===== src/rtl/irqc_pkg.sv =====
package irqc_pkg;
  typedef enum logic [2:0] {
    RA_CTRL  = 3'd0,
    RA_PMASK = 3'd1,
    RA_BPR   = 3'd2,
    RA_ACK   = 3'd3,
    RA_EOI   = 3'd4
  } reg_idx_e;
endpackage


===== src/rtl/cpuif_regs.sv =====
module cpuif_regs #(
  parameter int PRIO_W = 8,
  parameter int BPR_W  = 3,
  parameter int DATA_W = 32
) (
  input  logic              clk,
  input  logic              rst,
  input  logic              wr_ctrl,
  input  logic              wr_pmask,
  input  logic              wr_bpr,
  input  logic [DATA_W-1:0] wdata,
  output logic              ctrl_en,
  output logic [PRIO_W-1:0] pmask,
  output logic [BPR_W-1:0]  bpr
);
  always_ff @(posedge clk) begin
    if (rst) begin
      ctrl_en <= 1'b0;
      pmask   <= '0;
      bpr     <= '0;
    end else begin
      if (wr_ctrl)  ctrl_en <= wdata[0];
      if (wr_pmask) pmask   <= wdata[PRIO_W-1:0];
      if (wr_bpr)   bpr     <= wdata[BPR_W-1:0];
    end
  end

  AST_CTRL_HOLDS: assert property (@(posedge clk) disable iff (rst)
    !wr_ctrl |=> $stable(ctrl_en)) else $error("control changed without write");
endmodule


===== src/rtl/cpuif_active_tbl.sv =====
module cpuif_active_tbl #(
  parameter int NACT   = 4,
  parameter int ID_W   = 10,
  parameter int PRIO_W = 8
) (
  input  logic              clk,
  input  logic              rst,
  input  logic              push,
  input  logic [ID_W-1:0]   push_id,
  input  logic [PRIO_W-1:0] push_prio,
  input  logic              pop_req,
  input  logic [ID_W-1:0]   pop_id,
  output logic              has_free,
  output logic              pop_hit,
  output logic [PRIO_W-1:0] run_prio
);
  localparam int IDX_W = (NACT > 1) ? $clog2(NACT) : 1;

  logic [NACT-1:0]   vld;
  logic [ID_W-1:0]   ids   [NACT];
  logic [PRIO_W-1:0] prios [NACT];
  logic [IDX_W-1:0]  free_idx;
  logic [IDX_W-1:0]  hit_idx;
  logic              hit_any;

  always_comb begin
    has_free = 1'b0;
    free_idx = '0;
    hit_any  = 1'b0;
    hit_idx  = '0;
    run_prio = '1;
    for (int i = NACT - 1; i >= 0; i--) begin
      if (!vld[i]) begin
        has_free = 1'b1;
        free_idx = IDX_W'(i);
      end
      if (vld[i] && ids[i] == pop_id) begin
        hit_any = 1'b1;
        hit_idx = IDX_W'(i);
      end
    end
    for (int i = 0; i < NACT; i++) begin
      if (vld[i] && prios[i] < run_prio) run_prio = prios[i];
    end
  end

  assign pop_hit = pop_req && hit_any;

  always_ff @(posedge clk) begin
    if (rst) begin
      vld <= '0;
    end else begin
      if (push) begin
        vld[free_idx]   <= 1'b1;
        ids[free_idx]   <= push_id;
        prios[free_idx] <= push_prio;
      end
      if (pop_hit) vld[hit_idx] <= 1'b0;
    end
  end

  AST_PUSH_HAS_ROOM: assert property (@(posedge clk) disable iff (rst)
    push |-> has_free) else $error("push into full table");
  AST_RUN_NO_RISE: assert property (@(posedge clk) disable iff (rst)
    !pop_hit |=> run_prio <= $past(run_prio)) else $error("running priority rose without completion");
  AST_IDLE_AFTER_LAST: assert property (@(posedge clk) disable iff (rst)
    (pop_hit && !push && $countones(vld) == 1) |=> run_prio == '1) else $error("not idle after last completion");
endmodule


===== src/rtl/cpuif_gate.sv =====
module cpuif_gate #(
  parameter int ID_W   = 10,
  parameter int PRIO_W = 8
) (
  input  logic              clk,
  input  logic              rst,
  input  logic              ctrl_en,
  input  logic [PRIO_W-1:0] pmask,
  input  logic [PRIO_W-1:0] run_prio,
  input  logic              has_free,
  input  logic              cand_valid,
  input  logic [ID_W-1:0]   cand_id,
  input  logic [PRIO_W-1:0] cand_prio,
  output logic              qualify,
  output logic              irq_o
);
  localparam logic [ID_W-1:0] RSV_LO = ID_W'((1 << ID_W) - 4);

  assign qualify = ctrl_en && cand_valid && has_free &&
                   (cand_id < RSV_LO) &&
                   (cand_prio < pmask) &&
                   (cand_prio < run_prio);

  always_ff @(posedge clk) begin
    if (rst) irq_o <= 1'b0;
    else     irq_o <= qualify;
  end

  AST_MASK_BLOCKS: assert property (@(posedge clk) disable iff (rst)
    (cand_prio >= pmask) |=> !irq_o) else $error("irq above mask");
  AST_DISABLED_QUIET: assert property (@(posedge clk) disable iff (rst)
    !ctrl_en |=> !irq_o) else $error("irq while disabled");
  AST_RSV_BLOCKS: assert property (@(posedge clk) disable iff (rst)
    (cand_id >= RSV_LO) |=> !irq_o) else $error("irq for reserved id");
endmodule


===== src/rtl/irq_cpu_port.sv =====
module irq_cpu_port #(
  parameter int NACT   = 4,
  parameter int ID_W   = 10,
  parameter int PRIO_W = 8,
  parameter int BPR_W  = 3,
  parameter int DATA_W = 32,
  parameter int ADDR_W = 3
) (
  input  logic              clk,
  input  logic              rst,
  input  logic [ADDR_W-1:0] reg_addr,
  input  logic              reg_wr,
  input  logic              reg_rd,
  input  logic [DATA_W-1:0] reg_wdata,
  output logic [DATA_W-1:0] reg_rdata,
  input  logic              cand_valid,
  input  logic [ID_W-1:0]   cand_id,
  input  logic [PRIO_W-1:0] cand_prio,
  output logic              irq_o,
  output logic              dist_ack,
  output logic [ID_W-1:0]   dist_ack_id,
  output logic              dist_eoi,
  output logic [ID_W-1:0]   dist_eoi_id
);
  import irqc_pkg::*;

  localparam logic [ID_W-1:0] SPUR_ID = '1;
  localparam logic [ID_W-1:0] RSV_LO  = ID_W'((1 << ID_W) - 4);

  logic              ctrl_en;
  logic [PRIO_W-1:0] pmask;
  logic [BPR_W-1:0]  bpr;
  logic              has_free, pop_hit, qualify;
  logic [PRIO_W-1:0] run_prio;
  logic              ack_rd, push, eoi_wr;
  logic              wr_ctrl, wr_pmask, wr_bpr;

  assign wr_ctrl  = reg_wr && reg_addr == RA_CTRL;
  assign wr_pmask = reg_wr && reg_addr == RA_PMASK;
  assign wr_bpr   = reg_wr && reg_addr == RA_BPR;
  assign ack_rd   = reg_rd && reg_addr == RA_ACK;
  assign push     = ack_rd && qualify;
  assign eoi_wr   = reg_wr && !reg_rd && reg_addr == RA_EOI;

  cpuif_regs #(.PRIO_W(PRIO_W), .BPR_W(BPR_W), .DATA_W(DATA_W)) u_regs (
    .clk(clk), .rst(rst), .wr_ctrl(wr_ctrl), .wr_pmask(wr_pmask), .wr_bpr(wr_bpr),
    .wdata(reg_wdata), .ctrl_en(ctrl_en), .pmask(pmask), .bpr(bpr)
  );

  cpuif_active_tbl #(.NACT(NACT), .ID_W(ID_W), .PRIO_W(PRIO_W)) u_tbl (
    .clk(clk), .rst(rst), .push(push), .push_id(cand_id), .push_prio(cand_prio),
    .pop_req(eoi_wr), .pop_id(reg_wdata[ID_W-1:0]),
    .has_free(has_free), .pop_hit(pop_hit), .run_prio(run_prio)
  );

  cpuif_gate #(.ID_W(ID_W), .PRIO_W(PRIO_W)) u_gate (
    .clk(clk), .rst(rst), .ctrl_en(ctrl_en), .pmask(pmask), .run_prio(run_prio),
    .has_free(has_free), .cand_valid(cand_valid), .cand_id(cand_id),
    .cand_prio(cand_prio), .qualify(qualify), .irq_o(irq_o)
  );

  always_ff @(posedge clk) begin
    if (rst) begin
      reg_rdata   <= '0;
      dist_ack    <= 1'b0;
      dist_ack_id <= '0;
      dist_eoi    <= 1'b0;
      dist_eoi_id <= '0;
    end else begin
      dist_ack <= push;
      dist_eoi <= pop_hit;
      if (push)    dist_ack_id <= cand_id;
      if (pop_hit) dist_eoi_id <= reg_wdata[ID_W-1:0];
      if (reg_rd) begin
        case (reg_addr)
          RA_CTRL:  reg_rdata <= DATA_W'(ctrl_en);
          RA_PMASK: reg_rdata <= DATA_W'(pmask);
          RA_BPR:   reg_rdata <= DATA_W'(bpr);
          RA_ACK:   reg_rdata <= DATA_W'(push ? cand_id : SPUR_ID);
          default:  reg_rdata <= '0;
        endcase
      end
    end
  end

  AST_ACK_NOT_RSV: assert property (@(posedge clk) disable iff (rst)
    dist_ack |-> dist_ack_id < RSV_LO) else $error("reserved id acknowledged");
  AST_SPUR_NO_ACK: assert property (@(posedge clk) disable iff (rst)
    (ack_rd && !qualify) |=> !dist_ack) else $error("ack pulse on spurious read");
  AST_ACK_MATCHES_DATA: assert property (@(posedge clk) disable iff (rst)
    dist_ack |-> reg_rdata[ID_W-1:0] == dist_ack_id) else $error("ack id differs from read data");
  AST_EOI_NEEDS_WRITE: assert property (@(posedge clk) disable iff (rst)
    !eoi_wr |=> !dist_eoi) else $error("completion pulse without write");
endmodule


===== config.mk =====
export PLATFORM = sky130hd
export DESIGN_NAME = irq_cpu_port
export DESIGN_NICKNAME = d
export VERILOG_FILES = /design/src/rtl/irqc_pkg.sv /design/src/rtl/cpuif_regs.sv /design/src/rtl/cpuif_active_tbl.sv /design/src/rtl/cpuif_gate.sv /design/src/rtl/irq_cpu_port.sv
export SDC_FILE = /design/constraint.sdc
export NUM_CORES = 1
export LEC_CHECK = 0
export BUFFER_PORTS_ARGS = -buffer_cell sky130_fd_sc_hd__buf_2
export CAP_MARGIN = 20
export CORE_ASPECT_RATIO = 1.25
export CORE_MARGIN = 2
export CORE_UTILIZATION = 28
export CTS_BUF_LIST = sky130_fd_sc_hd__clkbuf_4 sky130_fd_sc_hd__clkbuf_8
export DETAILED_ROUTE_END_ITERATION = 7
export GPL_ROUTABILITY_DRIVEN = 0
export GPL_TIMING_DRIVEN = 1
export PLACE_DENSITY = 0.48
export SLEW_MARGIN = 30
export SYNTH_ARGS = -nofsm -noshare
export SYNTH_HDL_FRONTEND = slang
export SYNTH_HIERARCHICAL = 1
export SYNTH_SLANG_ARGS = --single-unit

===== constraint.sdc =====
create_clock -name clk -period 13.89 [get_ports clk]
set_input_delay 0.6945 -clock clk [delete_from_list [all_inputs] [get_ports clk]]
set_output_delay 0.6945 -clock clk [all_outputs]
set_load 0.03 [all_outputs]

=== After elaboration in Yosys (flattened, before gate mapping) ===
Memories as Yosys holds them, arrays and structs flattened.
Index checks and enable logic that the tools add are counted.

* Flip-flop bits (word level): 71
* Output and inout port bits: 55
* Input port bits: 58
* Word-level logic and storage cells: 91
* Memories kept: 2
* Memory bits (writable): 72

{| class="wikitable"
|+ Memories
! memory !! words !! bits a word !! rd ports !! clocked after memory_dff !! wr ports !! RTL line !! RTL
|-
| u_tbl.ids || 4 || 10 || 4 || 0 || 1 || cpuif_active_tbl.sv:20 || <nowiki>logic [ID_W-1:0] ids [NACT];</nowiki>
|-
| u_tbl.prios || 4 || 8 || 4 || 0 || 1 || cpuif_active_tbl.sv:21 || <nowiki>logic [PRIO_W-1:0] prios [NACT];</nowiki>
|}

* Equality and inequality tests: 8
* Order comparisons: 11
* Reduce and logical (&&, ||, !) cells: 25
* Muxes and demuxes: 32
* Bitwise operators: 3

{| class="wikitable"
|+ Operators with widths
! cell !! number
|-
| $eq 10x10->1 || 4
|-
| $lt 8x8->1 || 5
|-
| $pmux 10 s4 || 1
|-
| $mux 8 || 4
|-
| $logic_and 1x1->1 || 23
|-
| $mux 2 || 8
|-
| $mux 1 || 13
|-
| $mux 4 || 3
|-
| $lt 10x10->1 const B || 1
|-
| $mux 10 || 1
|-
| $lt 8x8->1 const B || 1
|-
| $eq 3x2->1 const B || 2
|-
| $lt 2x3->1 const B || 2
|-
| $and 4x4->4 || 1
|-
| $demux 1 s2 || 2
|-
| $ge 2x1->1 const B || 2
|-
| $not 4->4 || 1
|-
| $or 4x4->4 || 1
|-
| $eq 3x1->1 const B || 1
|-
| $eq 3x3->1 const B || 1
|-
| $logic_not 3->1 || 1
|-
| $logic_not 1->1 || 1
|}

=== Depth between registers and ports, before layout ===
An unclocked memory read counts as a cell.

* Depth after elaboration: 20
* Mapped depth: 35
* Gate-level depth less buffers: 32

=== By module ===
Netlist, hierarchy kept.

{| class="wikitable"
|+ By module, submodules not included
! module !! sequential area each (sq um) !! times used !! area an instance (sq um) !! cells each
|-
| cpuif_active_tbl || 2242.2 || 1 || 3814.9 || 283
|-
| irq_cpu_port || 640.6 || 1 || 1592.8 || 182
|-
| cpuif_regs || 240.2 || 1 || 421.7 || 38
|-
| cpuif_gate || 20.0 || 1 || 412.9 || 54
|}

=== Worst setup path before layout ===
No wires, ideal clock.

* Path kind: register -> register
* From: register u_tbl.vld[0]
* To: memory u_tbl.ids[3][0] (enable)
* Buffers on the path: 3
* Stages on the path, launching flop included: 35
* Setup slack: 4591 ps
* Data arrival time: 8853 ps
* Required time: 13444 ps
* Cell sequence: dfxtp_1 > clkbuf_1 > nor2b_1 > ha_1 > a211oi_2 > o221ai_2 > a31oi_2 > buf_6 > mux2i_1 > inv_1 > ha_1 > a21oi_1 > a21boi_1 > or4b_1 > a31oi_1 > mux2_2 > o41ai_4 > mux2i_1 > ha_1 > a211o_1 > or2_2 > a21oi_1 > a21oi_4 > mux2i_1 > inv_1 > ha_1 > a211oi_1 > o22ai_1 > or3_4 > nor3_1 > nand2_1 > clkbuf_1 > nor2_1 > nand3_1 > nor4b_1

* Longest elaborated chain between the ends: 17

{| class="wikitable"
|+ RTL lines
! item !! RTL line !! RTL
|-
| start, declared || cpuif_active_tbl.sv:19 || <nowiki>logic [NACT-1:0] vld;</nowiki>
|-
| start signal, assigned || cpuif_active_tbl.sv:51 || <nowiki>vld <= '0;</nowiki>
|-
| start signal, assigned by index || cpuif_active_tbl.sv:54 || <nowiki>vld[free_idx] <= 1'b1;</nowiki>
|-
| start signal, assigned by index || cpuif_active_tbl.sv:58 || <nowiki>if (pop_hit) vld[hit_idx] <= 1'b0;</nowiki>
|-
| $logic_and 1x1->1 * || cpuif_active_tbl.sv:43 || <nowiki>if (vld[i] && prios[i] < run_prio) run_prio = prios[i];</nowiki>
|-
| $mux 8 * || cpuif_active_tbl.sv:43 ||
|-
| $lt 8x8->1 || cpuif_active_tbl.sv:43 ||
|-
| $logic_and 1x1->1 || cpuif_active_tbl.sv:43 ||
|-
| $mux 8 * || cpuif_active_tbl.sv:43 ||
|-
| $lt 8x8->1 || cpuif_active_tbl.sv:43 ||
|-
| $logic_and 1x1->1 || cpuif_active_tbl.sv:43 ||
|-
| $mux 8 * || cpuif_active_tbl.sv:43 ||
|-
| [3 not listed] || - ||
|-
| net run_prio[5] || irq_cpu_port.sv:34 || <nowiki>logic [PRIO_W-1:0] run_prio;</nowiki>
|-
| $lt 8x8->1 * || cpuif_gate.sv:22 || <nowiki>(cand_prio < run_prio);</nowiki>
|-
| $logic_and 1x1->1 * || cpuif_gate.sv:21 || <nowiki>(cand_prio < pmask) &&</nowiki>
|-
| net qualify || irq_cpu_port.sv:33 || <nowiki>logic has_free, pop_hit, qualify;</nowiki>
|-
| $logic_and 1x1->1 * || irq_cpu_port.sv:42 || <nowiki>assign push = ack_rd && qualify;</nowiki>
|-
| net push || irq_cpu_port.sv:35 || <nowiki>logic ack_rd, push, eoi_wr;</nowiki>
|-
| $mux 1 * || cpuif_active_tbl.sv:53 || <nowiki>if (push) begin</nowiki>
|-
| $mux 1 * || cpuif_active_tbl.sv:50 || <nowiki>if (rst) begin</nowiki>
|-
| $mux 1 (not written as such) * || cpuif_active_tbl.sv:55 || <nowiki>ids[free_idx] <= push_id;</nowiki>
|-
| end, declared || cpuif_active_tbl.sv:20 ||
|}

The timed path passes the listed nets; every way through them passes the cells marked *.

=== Worst setup path in the final report ===
* From: register u_tbl.vld[0]
* To: memory u_tbl.ids[1][1] (enable)

Same word-level chain as after synthesis.

==> reports/metrics.cfg <==
[sta]
tightestPinTransition_ns=0.970
slew_headroom_pct=35.3
fin_ws_ns=4.19
clock_skew_ns=0.0168
period_share_pct=69.8
fin_tns_setup_ns=0
drv_slew=0
setup_viol=0
grt_setup_unrepaired=false
hold_viol=0
fmax_ghz=0.103
min_period_ns=9.70

[global_route]
grt_usage_pct=13.9
grt_pass1_vias=4325
grt_max_degree=48
grt_pass1_wl_mm=24.3
grt_antenna_before_repair=0
grt_overflow=0

[setup_path]
cpMaxStageDelayCell=dfxtp_1
cp-start-kind=flop
crit_end=u_tbl/ids[1][1]
critPathMaxStageDelay_ns=0.69
reg2reg_to=u_tbl/ids[1][1]
reg2regPathDepth=34
rr_startpoint=u_tbl/vld[0]
critPathArrivalTime_ns=9.83
critPathKind=reg2reg
crit_start=u_tbl/vld[0]
end_kind=flop
cp_common_cell=ha_1
cp.required_ns=14.02
reg2reg_slack_ns=4.19
critPathMaxFanout=16

[worst_hold_path]
hold_path_class=reg2reg

[routing]
avgRoutedWirePerCell_um=17.2
viasPerCell=4.70
drtIter0Drc=179
num_vias=4305
drc_errors=0
antenna_left=0
drtPass1Iterations=4
wirelength_mm=15.7

[synth]
yosys.area.top_type=edfxtp_1
synth-edff-count=72
dominantRegCellSynth=edfxtp_1
synthArstFlopShare_pct=0
ys_seq_elements=121
seq_area_frac_synth_pct=50.4
synth_area_sq_mm=0.00624
syn_inst=557
synth_top_area_share_pct=34.6
ys_warn_count=6
avgSynthCellArea_sq_um=11.2
synth_area_leaders=edfxtp_1, dfxtp_1, mux2i_1, ha_1, xnor2_1
yosysUniqueCellTypes=64

[placed_design]
hpwl_mm=11.7
place_area_sq_mm=0.00677
pre_cts_ws_ns=3.92
port_buffers=68

[die]
ios=113
rows=61
die_x_um=138
die_height_um=171
dieArea_sq_mm=0.0235
core_sq_mm=0.0221
start_util_pct=28.3

[layout]
drive_above_1_share_pct=19.9
diodes=0
syn_to_final_growth_pct=14.8
nets=711
final_cell_area_sq_mm=0.00716

[clock_tree]
root_buffer=clkbuf_8
clkSinkCount=121
clockBufferDepth=2
clkLatencyLatePin_ns=0.43
postCtsSetupBuffers=0
cts_max_level=4
post_cts_resized=0
cts_tree=done
clkTransAtPathRegs_ns=0.08
cts_hold_buffers=0
cts_made_buffers=17

[pwr]
ir_drop_v=0.0000591
p_per_area_mw_per_mm2=104
p_leak_nw=2.78

[run_status]
status=finished, final reports clean

[job]
drv_cap=0

## worst max-delay path, delay by kind of cell (launching register included)
family | cells | cell delay, ns
AOI/OAI and AO/OA | 9 | 2.15
adders and majority gates | 4 | 1.16
buffers and inverters | 4 | 0.66
DFF | 1 | 0.69
muxes | 4 | 1.02
and+or+nand+nor | 13 | 3.69
## Yosys cell counts (2+ instances only)
cell type	count
and2b_1	2
and3b_1	2
buf_2	5
clkbuf_1	17
nor4bb_1	2
mux2i_1	45
nand2_1	16
xnor2_1	41
o21ai_0	14
nor2b_4	2
buf_4	25
buf_6	4
nor2b_1	10
nand3b_1	8
edfxtp_1	72
a31oi_1	5
or3_1	2
ha_1	33
nor3_1	13
a221oi_2	2
nor2_1	31
o21ai_1	8
a211oi_1	3
nand2b_1	8
a211o_1	3
a211oi_2	2
nand3_1	19
dfxtp_1	49
a21oi_1	21
inv_1	39
a22oi_1	5
nand4_1	17
## cell usage in the layout, fill, tap and decap left out, drive strengths merged, types with 5 or more instances in the layout
cell / synthesis / layout
a21oi: 22 / 22
buf: 35 / 75
a31oi: 6 / 6
clkbuf: 17 / 18
nand2b: 8 / 8
clkinv: 0 / 5
a211oi: 5 / 5
nand4: 17 / 17
o21ai: 22 / 22
nor3: 13 / 13
mux2i: 45 / 45
nor2b: 12 / 12
inv: 39 / 43
nand3: 19 / 19
conb: 1 / 22
nand3b: 8 / 8
a22oi: 5 / 5
nand2: 16 / 16
dfxtp: 49 / 49
nor2: 32 / 32
edfxtp: 72 / 72
ha: 33 / 33
xnor2: 41 / 41
## report_power, final
part | switching [W] | internal (W) | total (W)
Clock | 0.000152 | 0.000162 | 0.000314
Combinational | 0.0000341 | 0.0000140 | 0.0000481
Sequential | 0.000000919 | 0.000380 | 0.000381
## flip-flops by register name (all words and copies together) (netlist names)
signal          count
u_tbl/ids          40
u_tbl/prios        32
dist_ack_id        10
dist_eoi_id        10
reg_rdata          10
u_regs/pmask        8
u_tbl/vld           4
u_regs/bpr          3
dist_ack            1
dist_eoi            1
u_gate/irq_o        1
u_regs/ctrl_en      1
## routing by layer
| layer | vias to the layer above | wire length, um | track usage (%) |
|---|---|---|---|
| li1 | 2079 | - | - |
| met1 | 2122 | 6830 | 16.8 |
| met2 | 90 | 8160 | 24.6 |
| met3 | 14 | 507 | 2.87 |
| met4 | 0 | 224 | 4.30 |
| met5 | - | 0 | 0 |
## per-stage QoR
stage	power (W)	util, %	cells	hold WS [ns]
floorplan	0.000424	-	578	0.452
global placement	0.000437	30.7	884	0.439
detailed placement	0.000438	30.7	884	0.445
CTS	0.000754	32.4	916	0.456
global route	0.000774	32.5	916	0.476
finish	0.000743	32.5	916	0.453
## final cells by class
| cell class | instances | area [sq um] |
|---|---|---|
| fillers | 2270 | 14900 |
| flip-flops and latches | 121 | 3140 |
| multi-input cells | 366 | 2740 |
| repair buffers | 75 | 393 |
| well taps | 283 | 354 |
| clock buffers | 18 | 241 |
| clock inverters | 14 | 146 |
| inverters | 39 | 146 |
## cell families after synthesis
kind of cell	synth area share, %
AO/OA/AOI/OAI	8.90
flip-flops	50.4
XOR/XNOR	5.75
buffers and inverters	7.56
AND/OR/NAND/NOR	13.2
adder cells (fa/ha/maj)	6.61
other	0.0601
multiplexers	7.58
## how the worst min path moves through the flow
| stage | cells past startpoint | from | endpoint |
|---|---|---|---|
| after floorplan | 2 | u_regs/bpr[2] | u_regs/bpr[2] |
| after global placement | 2 | reg_rdata[4] | reg_rdata[4] |
| after detailed placement | 2 | reg_rdata[3] | reg_rdata[3] |
| after CTS | 2 | reg_rdata[3] | reg_rdata[3] |
| after global routing | 2 | reg_rdata[1] | reg_rdata[1] |
| final | 2 | reg_rdata[1] | reg_rdata[1] |
No activity file was read; power rests on OpenSTA's default activity.
